[config.mk]
export PLATFORM = sky130hd
export DESIGN_NAME = qpd_phase_pi
export DESIGN_NICKNAME = d
export VERILOG_FILES = /design/src/rtl/qpd_pkg.sv /design/src/rtl/qpd_cross_detect.sv /design/src/rtl/qpd_seq_fsm.sv /design/src/rtl/qpd_pi_core.sv /design/src/rtl/qpd_phase_pi.sv
export SDC_FILE = /design/constraint.sdc
export NUM_CORES = 2
export LEC_CHECK = 0
export ABC_AREA = 1
export BUFFER_PORTS_ARGS = -buffer_cell sky130_fd_sc_hd__buf_2
export CORE_UTILIZATION = 55
export DETAILED_ROUTE_END_ITERATION = 6
export PLACE_DENSITY = 0.71
export SLEW_MARGIN = 20
export SYNTH_ARGS = -nofsm -noshare
export SYNTH_HDL_FRONTEND = slang
export SYNTH_SLANG_ARGS = --single-unit
[constraint.sdc]
create_clock -name clk -period 12 [get_ports clk]
set_input_delay 2.4 -clock clk [delete_from_list [all_inputs] [get_ports clk]]
set_output_delay 2.4 -clock clk [all_outputs]
set_load 0.05 [all_outputs]
[src/rtl/qpd_pkg.sv]
package qpd_pkg;
    typedef enum logic [0:0] {
        ST_WAIT  = 1'b0,
        ST_ACCUM = 1'b1
    } qpd_state_t;
endpackage

[src/rtl/qpd_cross_detect.sv]
module qpd_cross_detect #(
    parameter int IN_W  = 16,
    parameter int ERR_W = 24
) (
    input  logic signed [IN_W-1:0]  grid_i,
    input  logic signed [IN_W-1:0]  grid_q,
    input  logic signed [IN_W-1:0]  est_c,
    input  logic signed [IN_W-1:0]  est_s,
    output logic signed [ERR_W-1:0] err
);
    localparam int PROD_W = 2 * IN_W;
    localparam int SUM_W  = PROD_W + 1;
    localparam int DROP   = SUM_W - ERR_W;

    logic signed [PROD_W-1:0] prod_a;
    logic signed [PROD_W-1:0] prod_b;
    logic signed [SUM_W-1:0]  sum_full;
    logic        [SUM_W-1:0]  sum_rnd;

    always_comb begin
        prod_a   = grid_i * est_c;
        prod_b   = grid_q * est_s;
        sum_full = {prod_a[PROD_W-1], prod_a} + {prod_b[PROD_W-1], prod_b};
        // half-up rounding: add half an output LSB, then keep the top bits
        sum_rnd  = sum_full + (SUM_W'(1) << (DROP - 1));
        err      = sum_rnd[SUM_W-1:DROP];
    end
endmodule

[src/rtl/qpd_seq_fsm.sv]
module qpd_seq_fsm
    import qpd_pkg::*;
(
    input  logic       clk,
    input  logic       rst,
    input  logic       strobe,
    output logic       load_err,
    output logic       do_update,
    output qpd_state_t state_o
);
    qpd_state_t state_q;
    qpd_state_t state_d;

    always_ff @(posedge clk) begin
        if (rst) state_q <= ST_WAIT;
        else     state_q <= state_d;
    end

    always_comb begin
        load_err  = 1'b0;
        do_update = 1'b0;
        state_d   = state_q;
        unique case (state_q)
            ST_WAIT: begin
                load_err = strobe;
                if (strobe) state_d = ST_ACCUM;   // T_ACCEPT
            end
            ST_ACCUM: begin
                do_update = 1'b1;
                state_d   = ST_WAIT;              // T_DONE
            end
            default: state_d = ST_WAIT;
        endcase
    end

    assign state_o = state_q;


    accum_leaves_chk: assert property (@(posedge clk) disable iff (rst)
        (state_q == ST_ACCUM) |=> (state_q == ST_WAIT));
endmodule

[src/rtl/qpd_pi_core.sv]
module qpd_pi_core #(
    parameter int ERR_W  = 24,
    parameter int GAIN_W = 16,
    parameter int FRAC   = 8
) (
    input  logic                    clk,
    input  logic                    rst,
    input  logic                    update,
    input  logic signed [ERR_W-1:0] err,
    input  logic [GAIN_W-1:0]       kp,
    input  logic [GAIN_W-1:0]       ki,
    output logic signed [ERR_W:0]   out_word,
    output logic                    out_valid
);
    localparam int OUT_W  = ERR_W + 1;
    localparam int MUL_W  = ERR_W + GAIN_W + 1;
    localparam int TERM_W = MUL_W - FRAC;
    localparam int WIDE_W = TERM_W + 2;
    localparam longint LIM = longint'(1) << (ERR_W - 1);
    localparam logic signed [WIDE_W-1:0] HI = WIDE_W'(LIM);
    localparam logic signed [WIDE_W-1:0] LO = -HI;
    localparam logic signed [OUT_W-1:0]  HI_O = OUT_W'(LIM);
    localparam logic signed [OUT_W-1:0]  LO_O = -HI_O;

    function automatic logic signed [OUT_W-1:0] clamp(input logic signed [WIDE_W-1:0] v);
        if (v > HI)      clamp = HI[OUT_W-1:0];
        else if (v < LO) clamp = LO[OUT_W-1:0];
        else             clamp = v[OUT_W-1:0];
    endfunction

    logic signed [GAIN_W:0]    kp_s, ki_s;
    logic signed [MUL_W-1:0]   kp_mul, ki_mul;
    logic signed [TERM_W-1:0]  p_term, i_term;
    logic signed [WIDE_W-1:0]  i_sum, o_sum;
    logic signed [OUT_W-1:0]   integ_q, integ_next;

    always_comb begin
        kp_s       = {1'b0, kp};
        ki_s       = {1'b0, ki};
        kp_mul     = err * kp_s;
        ki_mul     = err * ki_s;
        p_term     = kp_mul[MUL_W-1:FRAC];
        i_term     = ki_mul[MUL_W-1:FRAC];
        i_sum      = WIDE_W'(integ_q) + WIDE_W'(i_term);
        integ_next = clamp(i_sum);
        o_sum      = WIDE_W'(p_term) + WIDE_W'(integ_next);
    end

    always_ff @(posedge clk) begin
        if (rst) begin
            integ_q   <= '0;
            out_word  <= '0;
            out_valid <= 1'b0;
        end else begin
            out_valid <= update;
            if (update) begin
                integ_q  <= integ_next;
                out_word <= clamp(o_sum);
            end
        end
    end


    integ_range_chk: assert property (@(posedge clk) disable iff (rst)
        (integ_q <= HI_O) && (integ_q >= LO_O));

    out_range_chk: assert property (@(posedge clk) disable iff (rst)
        (out_word <= HI_O) && (out_word >= LO_O));

    valid_pulse_chk: assert property (@(posedge clk) disable iff (rst)
        out_valid |=> !out_valid);

    out_hold_chk: assert property (@(posedge clk) disable iff (rst)
        !out_valid |-> $stable(out_word));
endmodule

[src/rtl/qpd_phase_pi.sv]
module qpd_phase_pi
    import qpd_pkg::*;
#(
    parameter int IN_W   = 16,
    parameter int ERR_W  = 24,
    parameter int GAIN_W = 16,
    parameter int FRAC   = 8
) (
    input  logic                    clk,
    input  logic                    rst,
    input  logic                    sample_valid,
    input  logic signed [IN_W-1:0]  grid_in,
    input  logic signed [IN_W-1:0]  grid_quad,
    input  logic signed [IN_W-1:0]  est_cos,
    input  logic signed [IN_W-1:0]  est_sin,
    input  logic [GAIN_W-1:0]       kp_gain,
    input  logic [GAIN_W-1:0]       ki_gain,
    output logic signed [ERR_W-1:0] phase_err,
    output logic signed [ERR_W:0]   freq_word,
    output logic                    freq_valid
);
    logic signed [ERR_W-1:0] err_comb;
    logic signed [ERR_W-1:0] err_q;
    logic                    load_err;
    logic                    do_update;
    qpd_state_t              state;

    qpd_cross_detect #(.IN_W(IN_W), .ERR_W(ERR_W)) u_detect (
        .grid_i (grid_in),
        .grid_q (grid_quad),
        .est_c  (est_cos),
        .est_s  (est_sin),
        .err    (err_comb)
    );

    qpd_seq_fsm u_seq (
        .clk       (clk),
        .rst       (rst),
        .strobe    (sample_valid),
        .load_err  (load_err),
        .do_update (do_update),
        .state_o   (state)
    );

    always_ff @(posedge clk) begin
        if (rst)           err_q <= '0;
        else if (load_err) err_q <= err_comb;
    end

    qpd_pi_core #(.ERR_W(ERR_W), .GAIN_W(GAIN_W), .FRAC(FRAC)) u_pi (
        .clk       (clk),
        .rst       (rst),
        .update    (do_update),
        .err       (err_q),
        .kp        (kp_gain),
        .ki        (ki_gain),
        .out_word  (freq_word),
        .out_valid (freq_valid)
    );

    assign phase_err = err_q;


    err_hold_chk: assert property (@(posedge clk) disable iff (rst)
        (state == ST_ACCUM) |=> $stable(phase_err));

    valid_origin_chk: assert property (@(posedge clk) disable iff (rst)
        $rose(freq_valid) |-> ($past(state) == ST_ACCUM));
endmodule

* Word-level counts from Yosys, hierarchy flattened
Index checks and enable logic that the tools add are counted.
Storage, ports and cells: bits in registers 76, input port bits 99, output and inout port bits 50, word-level logic and storage cells 26
Cells by class: add/sub/neg operators 4, multiply operators 4, magnitude comparators 4, mux-type cells 8, bitwise logic cells 1
Operators by type and width (count):
- $mux W25 | 4
- $mul A24 B17 Y41 | 2
- $gt A35 B25 Y1 const B | 2
- $lt A35 B24 Y1 const B | 2
- $mul A16 B16 Y32 | 2
- $add A25 B33 Y34 | 1
- $add A33 B25 Y34 | 1
- $add A32 B32 Y33 | 1
- $add A33 B10 Y33 const B | 1
- $mux W1 | 3
- $pmux W1 S2 | 1
- $not A1 Y1 | 1

* Logic depth before layout (Yosys ltp)
word-level depth 9, depth in mapped cells 69, depth with buffers taken out 65

* Modules after synthesis
From an unflattened synthesis, not the netlist that was laid out.
Second synthesis, totals: cells, all modules 7825, area, all modules 58228.3 um^2
By module, submodules not included:
- qpd_pi_core | times used 1, cells an instance 5024, area each 36186.0 um^2
- qpd_cross_detect | times used 1, cells an instance 2643, area each 21010.2 um^2
- qpd_phase_pi | times used 1, cells an instance 152, area each 984.7 um^2
- qpd_seq_fsm | times used 1, cells an instance 6, area each 47.5 um^2

* Worst setup path after synthesis
No wires, ideal clock.
path kind input -> register, start input port ki_gain[8], end register u_pi.out_word[20], setup time 0.070 ns, arrival 11.700 ns, required time 11.930 ns, slack 0.229 ns, stages 57, buffers on the path 3, cells stage by stage clkbuf_1 -> nand2_1 -> fa_1 -> inv_1 -> fa_1 -> inv_1 -> fa_1 -> inv_1 -> fa_1 -> fa_1 -> inv_1 -> fa_1 -> inv_1 -> ha_1 -> nand2_1 -> nor2_1 -> inv_1 -> nor2_1 -> [21 not listed] -> ha_1 -> fa_1 -> nand3_1 -> nand3_1 -> nand2_1 -> nand2_1 -> nand2_1 -> nand2_1 -> nand2_1 -> nand3_1 -> nand2_1 -> nand2_1 -> nor2_1 -> nand3_2 -> buf_2 -> a21oi_1 -> nand3_1 -> a21oi_1
On the way: cells in the longest elaborated chain, start to end 9
RTL lines:
- start, declared | line qpd_phase_pi.sv:17 | input logic [GAIN_W-1:0] ki_gain,
- $mul A24 B17 Y41 (*) | line qpd_pi_core.sv:41 | ki_mul = err * ki_s;
- $add A25 B33 Y34 (*) | line qpd_pi_core.sv:44 | i_sum = WIDE_W'(integ_q) + WIDE_W'(i_term);
- $lt A35 B24 Y1 | line qpd_pi_core.sv:27 | else if (v < LO) clamp = LO[OUT_W-1:0];
- $mux W25 | line qpd_pi_core.sv:27
- $mux W25 (*) | line qpd_pi_core.sv:26 | if (v > HI) clamp = HI[OUT_W-1:0];
- via u_pi.integ_next[24] | line qpd_pi_core.sv:35 | logic signed [OUT_W-1:0] integ_q, integ_next;
- $add A33 B25 Y34 (*) | line qpd_pi_core.sv:46 | o_sum = WIDE_W'(p_term) + WIDE_W'(integ_next);
- $lt A35 B24 Y1 | line qpd_pi_core.sv:27
- $mux W25 | line qpd_pi_core.sv:27
- $mux W25 (*) | line qpd_pi_core.sv:26
- end signal, assigned | line qpd_pi_core.sv:58 | out_word <= clamp(o_sum);
- end, declared | line qpd_pi_core.sv:12 | output logic signed [ERR_W:0] out_word,
Mark *: on every way through the listed nets, which the timed path passes. The rest lies on a longest branch. A chain may end at the register's enable or synchronous reset.

* Final worst setup path
start input port ki_gain[11], end register u_pi.out_word[8]
The elaborated chain is that of the path after synthesis.

==> results.md <==
Run status:
- The run finished with clean final reports.

Clocking:
- TritonCTS built the clock tree.
- The maximum number of buffers from clock root to sink is 2.
- The clock sink count is 76.
- The tree is rooted in a clkbuf_16.
- The later pin in the worst-skew pair is clocked with a latency of 0.38 ns.
- The number of H-tree branching levels is 3.
- Buffers inserted to repair hold after CTS numbered 0.
- After clock tree synthesis, the clock-pin slew on the worst setup and hold paths is 0.08 ns.
- The number of CTS-inserted buffers is 9.

Worst setup path:
- The startpoint type of the worst setup path is an input pin.
- The type of the setup path with the least slack is in2reg.
- The largest delay contributor family on the critical path is adder cells.
- For the worst setup path, the data arrival time is 12.03 ns.
- The library cell contributing the largest single delay on the critical path is fa_2.
- The critical-path maximum fanout is 11.
- Counting both buffers and inverters, the worst setup path holds a total of 13.
- STA classifies the critical path endpoint as a flip-flop.
- The largest single stage delay on the critical path is 0.62 ns.
- The required time of the critical path is 12.30 ns.
- The most common cell type on the critical path is nand2_1.

Drt:
- The count of TritonRoute iterations in the first routing pass is 6.
- The post-detailed-route count of antenna-violating nets is 0.
- The routed via count divided by cell count is 5.14.
- In the final routed layout, each cell accounts on average for 17.1 um.
- The first routing iteration left 3,137 violations.
- The detailed-route DRC error count is 0.
- The routed via count is 47,900.
- The sum of routed wire length over all layers is 159,000 um.

Synth:
- Counting every instance in the synthesized netlist gives 7,590.
- Each instance of the synthesized netlist takes up on average 7.56 um2.
- In this run the cell area of the synthesized design comes to 57,400 um2.
- Of the synthesized area, sequential elements account for 0.0265.
- Counting every net in the synthesized netlist gives 9,441.
- For this run, the number of Yosys warnings is 0.
- The number of different library cells used by synthesis comes to 46.
- The most used flip-flop cell after synthesis is dfxtp_1.
- Counting flops with a built-in enable in the synthesized netlist gives 0.
- Synthesis inferred 76 register bits.
- The fraction of registers with async set or reset after synthesis is 0.

Global route:
- The total grt overflow is 0.
- In the global route stage, overall resource usage came out at 0.310.
- Entering global routing, the biggest net connects 50 pins.
- The via count of the first global-routing pass is 50,300.
- The first global-routing pass estimated 262,000 um of wire.
- The initial antenna violation count is 8.

Timing:
- The count of endpoints failing setup in the final report is 0.
- In the final timing run, aggregate negative setup slack is 0 ns.
- The max-slew violation count came to 0.
- At the pin with the least slew margin, the transition time is 1.02 ns.
- Setup repair after global routing could not meet its margin everywhere.
- The worst pin sits at a relative slew slack of 0.320.
- The final worst setup slack is 0.274 ns.
- Dividing the final minimum period by the clock period gives 0.977.
- The final critical path time including I/O delays and setup is 11.73 ns.
- The worst hold margin is 0.464 ns.
- The achievable clock frequency is 85.3 MHz.
- On the final layout, the worst clock skew is 0.0174 ns.
- The final-report hold violation count is 0.

Die:
- The starting density of the core is 0.555.
- During I/O placement, the number of pins put on the boundary was 149.
- The floorplan die area is 106,000 um2.
- The number of rows in the core area is 118.
- The height of the die is 325 um.
- After floorplanning, the core was sized to cover 103,000 um2.
- The die outline width is 325 um.

Place:
- The detailed-placement wirelength estimate is 138,000 um.
- Timing analysis after detailed placement gives a worst setup slack of -0.487 ns.
- The global placer's final weighted congestion is 0.959.
- In this run the tool buffered the top-level ports with 148 buffer cells.

Layout:
- The relative area change from synthesis to final layout is 13.0%.
- The number of nets in the layout is 9,787.
- The library cells used most frequently in the layout, excluding fill and tap cells, are inv_1, nand2_1, fa_1, buf_4, ha_1.
- The layout cell share with drive strength beyond 1 is 0.147.
- The library cell used most frequently in the layout, excluding fill and tap cells, is inv_1.
- The final standard cell utilization of the core is 0.627.

Min path:
- The path class of the tightest hold or removal check is reg2reg.

Run:
- The tool flagged a number of max-cap violations equal to 0.
## stage by stage
step / instance area (um2) / std cells
after floorplan: 57400 / 7590
after global placement: 62200 / 9279
after detailed placement: 62200 / 9279
after CTS: 62600 / 9296
after global routing: 64900 / 9325
final: 64900 / 9325
## per-layer routing
layer	GRT usage	wire length (um)	up-vias
met1	0.434	68000	23900
met5	0	40	-
li1	-	-	22200
met3	0.0423	11800	240
met4	0.0824	4810	8
met2	0.507	74800	1652
## logic make-up (layout without fill, tap and decap cells)
group | after synthesis | after routing | share of synthesized area
buffers and inverters | 2622 | 2973 | 0.172
AND/OR/NAND/NOR | 2499 | 2499 | 0.174
adder cells (fa/ha/maj) | 1752 | 1752 | 0.556
AO/OA/AOI/OAI | 504 | 504 | 0.0498
XOR/XNOR | 137 | 137 | 0.0209
flip-flops | 76 | 76 | 0.0265
other | 0 | 4 | 0
## final timing paths
path | start | depth (start not counted) | slack, ns | endpoint
max | ki_gain[11] | 55 | 0.27 | u_pi.out_word[8]
min | u_pi.out_word[2] | 2 | 0.46 | u_pi.out_word[2]
max reg2reg | phase_err[11] | 55 | 1.13 | u_pi.out_word[8]
min reg2reg | u_pi.out_word[2] | 2 | 0.46 | u_pi.out_word[2]
## flip-flops by register name, indices dropped and copies added (netlist names)
signal          flops
u_pi.out_word      25
u_pi.integ_q       25
u_seq.state_o       1
phase_err          24
u_pi.out_valid      1
## timing repair
item | 4_1_cts | 5_1_grt
gates resized for setup | 12 | 536
gates cloned | 0 | 5
endpoints found under the setup margin | 23 | 25
pin swaps | 1 | 159
buffers inserted | 1 | 21
endpoints found under the hold margin | 0 | 0
## worst register-to-register path, delay by kind of cell (launching register included)
kind,cells,cell delay [ns]
AOI/OAI and AO/OA,7,1.00
adders and majority gates,9,3.85
xor gates and xnor gates,2,0.34
and+or+nand+nor,23,2.87
DFF,1,0.84
buffers and inverters,14,1.93
## cell type report
class                   count  area [um2]
clock buffers               9         225
diodes                      4        10.0
clock inverters             7        80.1
fillers                  9114       38600
multi-input cells        4892       47900
repair buffers            627        4650
inverters                2330        8750
flip-flops and latches     76        1520
well taps                1380        1730
## synthesized netlist by cell type, types with 5 or more instances
library cell,count,area share
a21boi_0,8,0.0010
a21o_1,7,0.00092
a21oi_1,261,0.023
a21oi_2,25,0.0038
a31oi_1,21,0.0023
and2_1,6,0.00065
and3_1,6,0.00065
buf_2,6,0.00052
clkbuf_1,280,0.018
dfxtp_1,76,0.026
fa_1,1336,0.47
ha_1,416,0.091
inv_1,2322,0.15
inv_2,8,0.00052
nand2_1,1961,0.13
nand2_2,38,0.0041
nand3_1,131,0.011
nand3_2,5,0.00087
nand3b_1,10,0.0013
nand4_1,26,0.0028
nor2_1,240,0.016
nor2_2,6,0.00065
nor3_1,28,0.0024
nor4_1,8,0.00087
o211ai_1,12,0.0016
o21a_1,11,0.0014
o21ai_0,112,0.0098
o21ai_1,6,0.00052
o21bai_1,16,0.0021
o221ai_1,6,0.00092
o31ai_1,6,0.00078
or2_2,27,0.0029
xnor2_1,60,0.0092
xor2_1,77,0.012
Power is left out: the tool's default activity adds up to more than one toggle a clock period on the data nets, which glitch-free logic cannot reach.
